--- src/rtl/bitop_pkg.sv ---
package bitop_pkg;

  typedef enum logic [1:0] {
    BOP_TEST = 2'd0,
    BOP_FLIP = 2'd1,
    BOP_CLR  = 2'd2,
    BOP_SET  = 2'd3
  } bop_e;

  localparam int CYC_W_PKG = 5;

  // Cycle cost: bit-number source, operation class, register surcharge
  function automatic logic [CYC_W_PKG-1:0] bop_cost(bop_e op, logic dst_reg, logic imm_src);
    logic [CYC_W_PKG-1:0] c;
    case (op)
      BOP_TEST: c = imm_src ? CYC_W_PKG'(8)  : CYC_W_PKG'(4);
      BOP_CLR:  c = imm_src ? CYC_W_PKG'(12) : CYC_W_PKG'(8);
      default:  c = imm_src ? CYC_W_PKG'(12) : CYC_W_PKG'(8);
    endcase
    if (dst_reg && (op == BOP_TEST || op == BOP_CLR))
      c = c + CYC_W_PKG'(2);
    return c;
  endfunction

endpackage

--- src/rtl/bitop_index.sv ---
module bitop_index #(
  parameter int DATA_W   = 32,
  parameter int BYTE_W   = 8,
  parameter int BITNUM_W = 8
) (
  input  logic [BITNUM_W-1:0] bit_num,
  input  logic                dst_reg,
  output logic [DATA_W-1:0]   sel_mask
);
  localparam int REG_IDX_W = $clog2(DATA_W);
  localparam int MEM_IDX_W = $clog2(BYTE_W);

  logic [REG_IDX_W-1:0] idx;

  always_comb begin
    if (dst_reg) idx = bit_num[REG_IDX_W-1:0];
    else         idx = REG_IDX_W'(bit_num[MEM_IDX_W-1:0]);
  end

  for (genvar i = 0; i < DATA_W; i++) begin : g_mask
    if (i < BYTE_W) begin : g_low
      assign sel_mask[i] = (idx == REG_IDX_W'(i));
    end else begin : g_high
      assign sel_mask[i] = dst_reg && (idx == REG_IDX_W'(i));
    end
  end
endmodule

--- src/rtl/bitop_alu.sv ---
module bitop_alu
  import bitop_pkg::*;
#(
  parameter int DATA_W = 32
) (
  input  bop_e              op,
  input  logic [DATA_W-1:0] operand,
  input  logic [DATA_W-1:0] sel_mask,
  output logic [DATA_W-1:0] mod_word,
  output logic              pre_bit,
  output logic              wr_req
);
  assign pre_bit = |(operand & sel_mask);
  assign wr_req  = (op != BOP_TEST);

  always_comb begin
    case (op)
      BOP_FLIP: mod_word = operand ^ sel_mask;
      BOP_CLR:  mod_word = operand & ~sel_mask;
      BOP_SET:  mod_word = operand | sel_mask;
      default:  mod_word = operand;
    endcase
  end
endmodule

--- src/rtl/bitop_timing.sv ---
module bitop_timing
  import bitop_pkg::*;
#(
  parameter int CYC_W = 5
) (
  input  bop_e             op,
  input  logic             dst_reg,
  input  logic             imm_src,
  output logic [CYC_W-1:0] cyc_next
);
  assign cyc_next = CYC_W'(bop_cost(op, dst_reg, imm_src));
endmodule

--- src/rtl/bitop_unit.sv ---
module bitop_unit
  import bitop_pkg::*;
#(
  parameter int DATA_W   = 32,
  parameter int BYTE_W   = 8,
  parameter int BITNUM_W = 8,
  parameter int CCR_W    = 5,
  parameter int ZF_POS   = 2,
  parameter int CYC_W    = 5
) (
  input  logic                clk,
  input  logic                rst,
  input  logic                start,
  input  logic [1:0]          op_type,
  input  logic                dst_reg,
  input  logic                imm_src,
  input  logic [BITNUM_W-1:0] bit_num,
  input  logic [DATA_W-1:0]   operand,
  input  logic [CCR_W-1:0]    ccr_in,
  output logic [DATA_W-1:0]   result,
  output logic                wr_en,
  output logic [CCR_W-1:0]    ccr_out,
  output logic [CYC_W-1:0]    cycles,
  output logic                done
);
  bop_e              op;
  logic [DATA_W-1:0] sel_mask;
  logic [DATA_W-1:0] mod_word;
  logic              pre_bit;
  logic              wr_req;
  logic [CYC_W-1:0]  cyc_next;
  logic [CCR_W-1:0]  ccr_next;

  assign op = bop_e'(op_type);

  bitop_index #(.DATA_W(DATA_W), .BYTE_W(BYTE_W), .BITNUM_W(BITNUM_W)) u_index (
    .bit_num (bit_num),
    .dst_reg (dst_reg),
    .sel_mask(sel_mask)
  );

  bitop_alu #(.DATA_W(DATA_W)) u_alu (
    .op      (op),
    .operand (operand),
    .sel_mask(sel_mask),
    .mod_word(mod_word),
    .pre_bit (pre_bit),
    .wr_req  (wr_req)
  );

  bitop_timing #(.CYC_W(CYC_W)) u_timing (
    .op      (op),
    .dst_reg (dst_reg),
    .imm_src (imm_src),
    .cyc_next(cyc_next)
  );

  always_comb begin
    ccr_next         = ccr_in;
    ccr_next[ZF_POS] = ~pre_bit;
  end

  always_ff @(posedge clk) begin
    if (rst) begin
      result  <= '0;
      wr_en   <= 1'b0;
      ccr_out <= '0;
      cycles  <= '0;
      done    <= 1'b0;
    end else begin
      done  <= start;
      wr_en <= start && wr_req;
      if (start) begin
        result  <= mod_word;
        ccr_out <= ccr_next;
        cycles  <= cyc_next;
      end
    end
  end
endmodule

--- config.mk ---
export PLATFORM = sky130hd
export DESIGN_NAME = bitop_unit
export DESIGN_NICKNAME = d
export VERILOG_FILES = /design/src/rtl/bitop_pkg.sv /design/src/rtl/bitop_index.sv /design/src/rtl/bitop_alu.sv /design/src/rtl/bitop_timing.sv /design/src/rtl/bitop_unit.sv
export SDC_FILE = /design/constraint.sdc
export NUM_CORES = 1
export LEC_CHECK = 0
export BUFFER_PORTS_ARGS = -buffer_cell sky130_fd_sc_hd__buf_2
export CAP_MARGIN = 20
export CORE_MARGIN = 2
export CORE_UTILIZATION = 41
export CTS_CLUSTER_SIZE = 28
export DETAILED_ROUTE_END_ITERATION = 6
export PLACE_DENSITY = 0.62
export SLEW_MARGIN = 15
export SYNTH_ARGS = -nofsm -noshare
export SYNTH_HDL_FRONTEND = slang
export SYNTH_SLANG_ARGS = --single-unit
--- constraint.sdc ---
create_clock -name clk -period 2.5 [get_ports clk]
set_input_delay 0.5 -clock clk [delete_from_list [all_inputs] [get_ports clk]]
set_output_delay 0.5 -clock clk [all_outputs]
set_load 0.02 [all_outputs]
# [Yosys cells after proc, flatten, opt, wreduce, memory -nomap -nowiden]
# Cells that the tools add are included.
[word_totals] register_bits=44 out_inout_bits=44 word_cells=83 input_bits=52
[op_classes] bitwise_logic=6 n_reduce_logical=31 mux=6 n_eq_ne=34 add_sub_neg=1
[ops] cell="one-hot mux 32 bit (3 select lines)" n=1
[ops] cell="equality test 5 bit, second input constant" n=16
[ops] cell="AND 32 bit" n=2
[ops] cell="equality test 5 x 4 -> 1 bit, second input constant" n=8
[ops] cell="NOT 32 bit" n=1
[ops] cell="OR 32 bit" n=1
[ops] cell="OR reduction 32 bit" n=1
[ops] cell="XOR 32 bit" n=1
[ops] cell="logical AND 1 bit" n=26
[ops] cell="equality test 5 x 3 -> 1 bit, second input constant" n=4
[ops] cell="2-to-1 mux 5 bit" n=3
[ops] cell="equality test 5 x 2 -> 1 bit, second input constant" n=2
[ops] cell="adder 5 x 2 -> 5 bit, second input constant" n=1
[ops] cell="equality test 5 x 1 -> 1 bit, second input constant" n=1
[ops] cell="zero test 5 bit" n=1
[ops] cell="equality test 2 bit, second input constant" n=2
[ops] cell="2-to-1 mux 4 bit" n=1
[ops] cell="2-to-1 mux 3 bit" n=1
[ops] cell="equality test 2 x 1 -> 1 bit, second input constant" n=1
[ops] cell="zero test 2 bit" n=1
[ops] cell="nonzero test 2 bit" n=1
[ops] cell="logical OR 1 bit" n=1
[ops] cell="NOT 1 bit" n=1

# [Longest topological paths before layout]
# Gate-level depths: netlist of run 1.
[depth] depth_word=6 depth_mapped=9 mapped_depth_nobuf=9

# [Cells and area by module]
# Synthesis of run 1 repeated with hierarchy kept, for this count alone.
[unflattened] cells_unflattened=440 area_unflattened_um2=4365.4
[modules_own_cells] module="bitop_alu" n_inst=1 area_per_inst_um2=2451.1 seq_area_each_um2=0.0 cells_each=244
[modules_own_cells] module="bitop_unit" n_inst=1 area_per_inst_um2=1587.8 seq_area_each_um2=880.8 cells_each=140
[modules_own_cells] module="bitop_index" n_inst=1 area_per_inst_um2=274.0 seq_area_each_um2=0.0 cells_each=47
[modules_own_cells] module="bitop_timing" n_inst=1 area_per_inst_um2=52.6 seq_area_each_um2=0.0 cells_each=9

# [Worst setup path after synthesis of run 1]
# OpenSTA, ideal clock, no wires.
[synth_timing] kind="input-to-reg" startpoint="input bit_num[4]" endpoint="register result[0]" setup_ns=0.128 required_time_ns=2.372 path_stages=8 path_buffers=1 path_slack_ns=0.274 arrival_time_ns=2.099 cell_sequence="clkbuf_1 > o21ai_0 > nor2b_1 > nand2_1 > ha_1 > mux4_1 > mux2i_1 > nor2_1"
[synth_via] elab_chain_len=5 word_cells_on_any_way=7 classes_between="mux (2); bitwise (4); reduce/logical (1)"
[synth_rtl] item="start, declared" line="bitop_unit.sv:17" rtl="input logic [BITNUM_W-1:0] bit_num,"
[synth_rtl] item="2-to-1 mux 5 bit *" line="bitop_index.sv:16" rtl="if (dst_reg) idx = bit_num[REG_IDX_W-1:0];"
[synth_rtl] item="zero test 5 bit *" line="bitop_index.sv:22" rtl="assign sel_mask[i] = (idx == REG_IDX_W'(i));"
[synth_rtl] item="NOT 32 bit" line="bitop_alu.sv:19" rtl="BOP_CLR: mod_word = operand & ~sel_mask;"
[synth_rtl] item="AND 32 bit" line="bitop_alu.sv:19"
[synth_rtl] item="one-hot mux 32 bit (3 select lines) *" line="bitop_alu.sv:17" rtl="case (op)"
[synth_rtl] item="end signal, assigned" line="bitop_unit.sv:74" rtl="result <= mod_word;"
[synth_rtl] item="end, declared" line="bitop_unit.sv:20" rtl="output logic [DATA_W-1:0] result,"
# Every way passes the cells marked *; elsewhere a longest branch is shown, timed or not.
# A chain may end at the register's enable or synchronous reset.

# [Final worst setup path of run 1]
[layout_timing] startpoint="input bit_num[3]" endpoint="register result[8]"
[layout_via] elab_chain_len=6 word_cells_on_any_way=8 classes_between="eq/ne (1); mux (2); bitwise (4); reduce/logical (1)"
[layout_rtl] item="2-to-1 mux 5 bit *" line="bitop_index.sv:16"
[layout_rtl] item="equality test 5 x 4 -> 1 bit *" line="bitop_index.sv:24" rtl="assign sel_mask[i] = dst_reg && (idx == REG_IDX_W'(i));"
[layout_rtl] item="logical AND 1 bit *" line="bitop_index.sv:24"
[layout_rtl] item="NOT 32 bit" line="bitop_alu.sv:19"
[layout_rtl] item="AND 32 bit" line="bitop_alu.sv:19"
[layout_rtl] item="one-hot mux 32 bit (3 select lines) *" line="bitop_alu.sv:17"
# Marks and branches as above.

==> impl_metrics.toml, run 1 <==
[synthesis]
postSynthCellCount = 441
post_synth_instance_area_mm2 = 0.00421
syn_avg_cell_area_um2 = 9.54
synth.area.top_cells = "ha_1, dfxtp_1, mux4_2"
yosys_warnings = 0
synth_seq_cells = 42
synth_sequential_area_ratio = 0.200
yosys.area.top_type = "ha_1"
synth_cell_type_count = 28
synthDominantCellAreaShare = 0.289

[route]
drcViolationCount = 0
detailedRoute.firstPassIterationCount = 4
vias = 3172
drt-initial-drc-count = 112
route.antenna.remaining_nets = 0
wirelength_mm = 9.05
detail_route.vias_per_cell = 4.80
routed_wire_length_per_instance_um = 13.7

[timing]
timing.final.crit_period_ns = 2.14
setup_viol = 0
report.final.hold_viol_count = 0
maxSlewHeadroom = 0.662
layout_worst_path_cycle_share = 0.855
fmax_mhz = 468
setup_tns_ns = 0
worst-slew-pin-transition_ns = 0.507
finClkSkew_ns = 0
rsz0062_at_grt = "no"
finalMaxSlewViolations = 0

[die]
dieHeight_um = 105
io-pin-count = 96
floorplan.initialDensity = 0.426
design.die.area_mm2 = 0.0111
core_area_mm2 = 0.00986
chipWidth_um = 105
row_count = 36

[worst_setup_path]
critical_path_rt_ns = 2.71
endpoint_kind = "flip-flop"
timing.critical_path.cells = "buf_2, nand2_1, or2_2, nor4_1, inv_1, ha_1, mux4_2, mux2i_1, nor2_1"
slowest_delay_ns = 0.46
worstSetupStartpointType = "primary input"
worst_path_max_delay_cell = "mux4_2"
cp_data_arrival_time_ns = 2.35
path_buf_inv = 2
critPathMaxFanout = 5
worst_path_dominant_cell_family = "simple AND/OR/NAND/NOR gates"
setup.worst_path.class = "in2reg"

[cts]
cts_made_buffers = 5
tritoncts_clock_tree = "built"
cts_num_sinks = 42
worstSkewPairLatency_ns = 0.29
cts_hold_buf = 0
clock_tree.buffer_depth = 2
worst_setup_hold_path_clk_slew_ns = 0.10
cts_setup_buffers = 0
cts-root-buf = "clkbuf_8"
postCtsResizedCells = 0
clock_tree.htree_level_count = 2

[place]
numPortBuffers = 89
routability_cong = 0.781
dp.final_hpwl_mm = 7.23

[global_route]
grt_first_pass_wirelength_mm = 15.4
vias_in_the_first_global_route = 3250
grt_start_max_net_pins = 35
gr-usage-all-layers = 0.171
antenna_violations_before_repair = 0
grt.overflow.total = 0

[power_and_ir_drop]
power-per-cell-area_mw_per_mm2 = 385
leak_uw = 0.00283
max-vdd-ir-drop_uv = 190

[cells_and_area]
design.final.nets = 676
post-route-util = 0.495
synthToLayoutAreaGrowth_pct = 16.0
final_layout_size_suffix_gt1_frac = 0.260
fillCellCount = 924

[outcome]
status = "finished clean"

[min_path]
min-delay-path-class = "in2reg"

[job]
max_cap_violations = 0
## routing by layer
layer | global-route usage | part of all wire | vias to the layer above
met5 | 0 | 0 | -
met4 | 0.0429 | 0.013 | 0
met3 | 0.0315 | 0.041 | 10
met2 | 0.301 | 0.49 | 63
met1 | 0.215 | 0.45 | 1510
li1 | - | - | 1589
## cells by family after synthesis
logic type | count (synthesis) | share of synthesized area
buffers and inverters | 120 | 0.127
and+or+nand+nor | 108 | 0.116
adders and majority gates | 97 | 0.289
muxes | 68 | 0.260
DFF | 42 | 0.200
AOI/OAI and AO/OA | 5 | 0.00803
other | 1 | 0.000892
## cells in the mapped netlist
cell,number
inv_1,98
ha_1,97
nor2_1,44
dfxtp_1,42
mux2i_1,36
mux4_2,29
nand2_1,28
nor4_1,9
clkbuf_1,8
nand2b_1,5
nor2b_1,5
and2_1,4
buf_2,4
buf_4,4
buf_6,4
nand3_1,4
mux4_1,3
nor3_1,3
a211oi_1,2
and3_1,2
buf_12,2
nand4_1,2
a21oi_1,1
conb_1,1
nand3b_1,1
o21ai_0,1
o32ai_1,1
or2_2,1
## tightest hold or removal path: stages
cell     delay (ns)
buf_2          0.07
mux2i_1        0.05
nor2_1         0.08
## cell type report
type / instances / area, um2 / share of cell area
multi-input cells: 280 / 2840 / 0.581
flip-flops and latches: 42 / 841 / 0.172
repair buffers: 100 / 553 / 0.113
inverters: 98 / 368 / 0.0754
well taps: 133 / 166 / 0.0341
clock buffers: 6 / 82.6 / 0.0169
clock inverters: 1 / 30.0 / 0.00616
diodes: 1 / 2.50 / 0.000513
## where the power goes
group	internal (uW)	switching, uW
logic	252	299
clock network	320	262
registers	720	23.7
total	1290	584
## cell usage in the layout, fill, tap and decap left out, types with 3 or more instances in the layout
master / synthesis / final
and2_1: 4 / 4
buf_2: 4 / 89
buf_4: 4 / 9
clkbuf_8: 0 / 6
dfxtp_1: 42 / 42
ha_1: 97 / 97
inv_1: 98 / 98
mux2i_1: 36 / 36
mux4_1: 3 / 3
mux4_2: 29 / 29
nand2_1: 28 / 28
nand2b_1: 5 / 5
nand3_1: 4 / 4
nor2_1: 44 / 44
nor2b_1: 5 / 5
nor3_1: 3 / 3
nor4_1: 9 / 9
## stage by stage
step | setup WS (ns) | cells | instance area, um2 | power (uW) | hold WS (ns)
after floorplan | 0.274 | 442 | 4210 | 1140 | 0.543
after detailed placement | 0.0263 | 653 | 4760 | 1320 | 0.468
after CTS | 0.354 | 660 | 4880 | 1900 | 0.435
after global routing | 0.166 | 660 | 4880 | 1990 | 0.441
final | 0.361 | 661 | 4880 | 1880 | 0.436
after global placement | 0.0669 | 653 | 4760 | 1300 | 0.456
## path summary, 6_finish.rpt
path / from / to / slack [ns] / cells past startpoint
max reg2reg: ccr_out[2] / ccr_out[2] / 1.83 / 2
min: ccr_in[4] / ccr_out[4] / 0.44 / 3
min reg2reg: cycles[2] / cycles[2] / 0.48 / 2
max: bit_num[3] / result[8] / 0.36 / 9
## state kept, by name, summed over array words and instances, names as in the netlist
signal   flops
cycles       3
ccr_out      5
result      32
wr_en        1
done         1
No activity file was read; power rests on OpenSTA's default activity.
==> inputs of run 2 (changes only) <==
- ABC_AREA: default -> 1
- GPL_ROUTABILITY_DRIVEN: default -> 0
- PLACE_DENSITY: 0.62 -> 0.63
==> impl_metrics.toml, run 2 <==
[timing]
fin_hold_ws_ns = 0.371
maxSlewHeadroom = 0.647
finClkSkew_ns = 0
setup_tns_ns = 0
fmax_mhz = 522
postLayoutSetupSlackWorst_ns = 0.585
report.final.hold_viol_count = 0
finalMaxSlewViolations = 0
worst-slew-pin-transition_ns = 0.529
timing.final.crit_period_ns = 1.92
layout_worst_path_cycle_share = 0.766
rsz0062_at_grt = "no"
setup_viol = 0

[synthesis]
yosys_warnings = 0
synth.area.top_cells = "ha_1, dfxtp_1, nor2_1"
ys_async_sr_fraction = 0
synth_edf_count = 0
synth_most_common_cell = "nor2_1"
ys_top_cells_by_count = "nor2_1, ha_1, inv_1"
synthDominantCellAreaShare = 0.303
yosys.area.top_type = "ha_1"
syn_avg_cell_area_um2 = 6.90
synth_cell_type_count = 21
synth_seq_cells = 42
synth_sequential_area_ratio = 0.210
post_synth_instance_area_mm2 = 0.00401
ys_dominant_reg_cell = "dfxtp_1"
postSynthCellCount = 581

[min_path]
holdPathStages = 2
worstHoldStart = "rst"
min-delay-path-class = "in2reg"

[worst_setup_path]
endpoint_kind = "flip-flop"
reg2reg_path_depth = 2
critical_path.startpoint = "dst_reg"
worstSetupStartpointType = "primary input"
critPathMaxFanout = 16
setup.worst_path.class = "in2reg"
cp_data_arrival_time_ns = 2.12
critical_path_rt_ns = 2.71
regToRegStartpoint = "result[6]"

[power_and_ir_drop]
leak_uw = 0.00240
max-vdd-ir-drop_uv = 229
power-per-cell-area_mw_per_mm2 = 393
final_total_pwr_uw = 1830

[global_route]
grt_start_max_net_pins = 45
antenna_violations_before_repair = 0
gr-usage-all-layers = 0.195
vias_in_the_first_global_route = 3505
grt.overflow.total = 0
grt_first_pass_wirelength_mm = 16.3

[route]
routed_wire_length_per_instance_um = 12.7
detailedRoute.firstPassIterationCount = 5
wirelength_mm = 10.0
drt-initial-drc-count = 168
detail_route.vias_per_cell = 4.79
drcViolationCount = 0
vias = 3800
route.antenna.remaining_nets = 0

[place]
dp.final_hpwl_mm = 7.69
numPortBuffers = 89
dp_slack_ns = 0.255

[cts]
cts-root-buf = "clkbuf_8"
cts_setup_buffers = 0
cts_num_sinks = 42
worstSkewPairLatency_ns = 0.31
cts_hold_buf = 0
cts_made_buffers = 5
postCtsResizedCells = 0
clock_tree.buffer_depth = 2
clock_tree.htree_level_count = 2
worst_setup_hold_path_clk_slew_ns = 0.09
tritoncts_clock_tree = "built"

[cells_and_area]
ant_cells = 0
final_layout_size_suffix_gt1_frac = 0.164
combined_area_of_the_multi_input_logic_cells_mm2 = 0.00269
top_register = "result"
final_cell_mix = "nor2_1, ha_1, inv_1, buf_2, nand2_1"
largestRegisters = "result (32), ccr_out (5), cycles (3)"
layout.cells.most_common = "nor2_1"
area.sequential_um2 = 841
largest_reg_flops = 32
synthToLayoutAreaGrowth_pct = 16.5
design.final.nets = 808
fillCellCount = 1020

[die]
floorplan.initialDensity = 0.416
design.die.area_mm2 = 0.0106
core_area_mm2 = 0.00964
chipWidth_um = 103
io-pin-count = 96
dieHeight_um = 103
row_count = 36

[job]
max_cap_violations = 0

[outcome]
status = "finished clean"
==> run 2: cell types whose count changed in the layout (fill, tap and decap cells not counted), sizes merged, moves of 19 or more <==
cell / delta
a21oi: +27
mux2i: -36
mux4: -32
nand2: +44
nor2: +68
o211ai: +19
o21ai: +58
==> run 2: kinds of logic after synthesis <==
logic type | count (synthesis) | synth area share
compound gates | 118 | 0.163
other cells | 1 | 0.000936
flops | 42 | 0.210
fa+ha+maj | 97 | 0.303
buf+inv | 117 | 0.121
simple gates | 206 | 0.203
==> run 2: worst max-delay path, stage by stage <==
cell      delay, ns
buf_2          0.12
nand2_1        0.21
inv_1          0.28
nor3_1         0.31
inv_1          0.10
ha_1           0.28
nand2_1        0.07
o211ai_1       0.08
nor2_1         0.12
nor2_1         0.05
==> run 2: through the flow <==
step                area [um2]  cells   util
floorplan                 4010    582      -
global placement          4560    785  0.473
detailed placement        4560    785  0.473
CTS                       4670    793  0.484
global route              4670    793  0.484
finish                    4670    793  0.484
==> run 2: worst paths after layout <==
| kind | slack (ns) | endpoint |
|---|---|---|
| setup / recovery | 0.58 | result[1] |
| hold / removal | 0.37 | done |
| setup reg to reg | 1.84 | result[6] |
| hold reg to reg | 0.50 | ccr_out[4] |
==> run 2: routing by layer <==
metal / part of all wire / GRT usage
met5: 0 / 0
met4: 0.013 / 0.0476
met3: 0.046 / 0.0325
met2: 0.47 / 0.330
met1: 0.47 / 0.261
==> run 2: final cells by class <==
class	count	share of cell area
Inverter	91	0.0732
Tap cell	133	0.0356
Clock buffer	6	0.0155
Sequential cell	42	0.180
Clock inverter	2	0.00804
Multi-Input combinational cell	423	0.575
Timing Repair Buffer	96	0.112
==> run 2: report_power, final <==
part / leakage, uW / total [uW] / internal [uW] / switching, uW
sequential: 0.000349 / 742 / 721 / 21.2
combinational: 0.00200 / 517 / 184 / 332
clock: 0.0000514 / 576 / 299 / 277
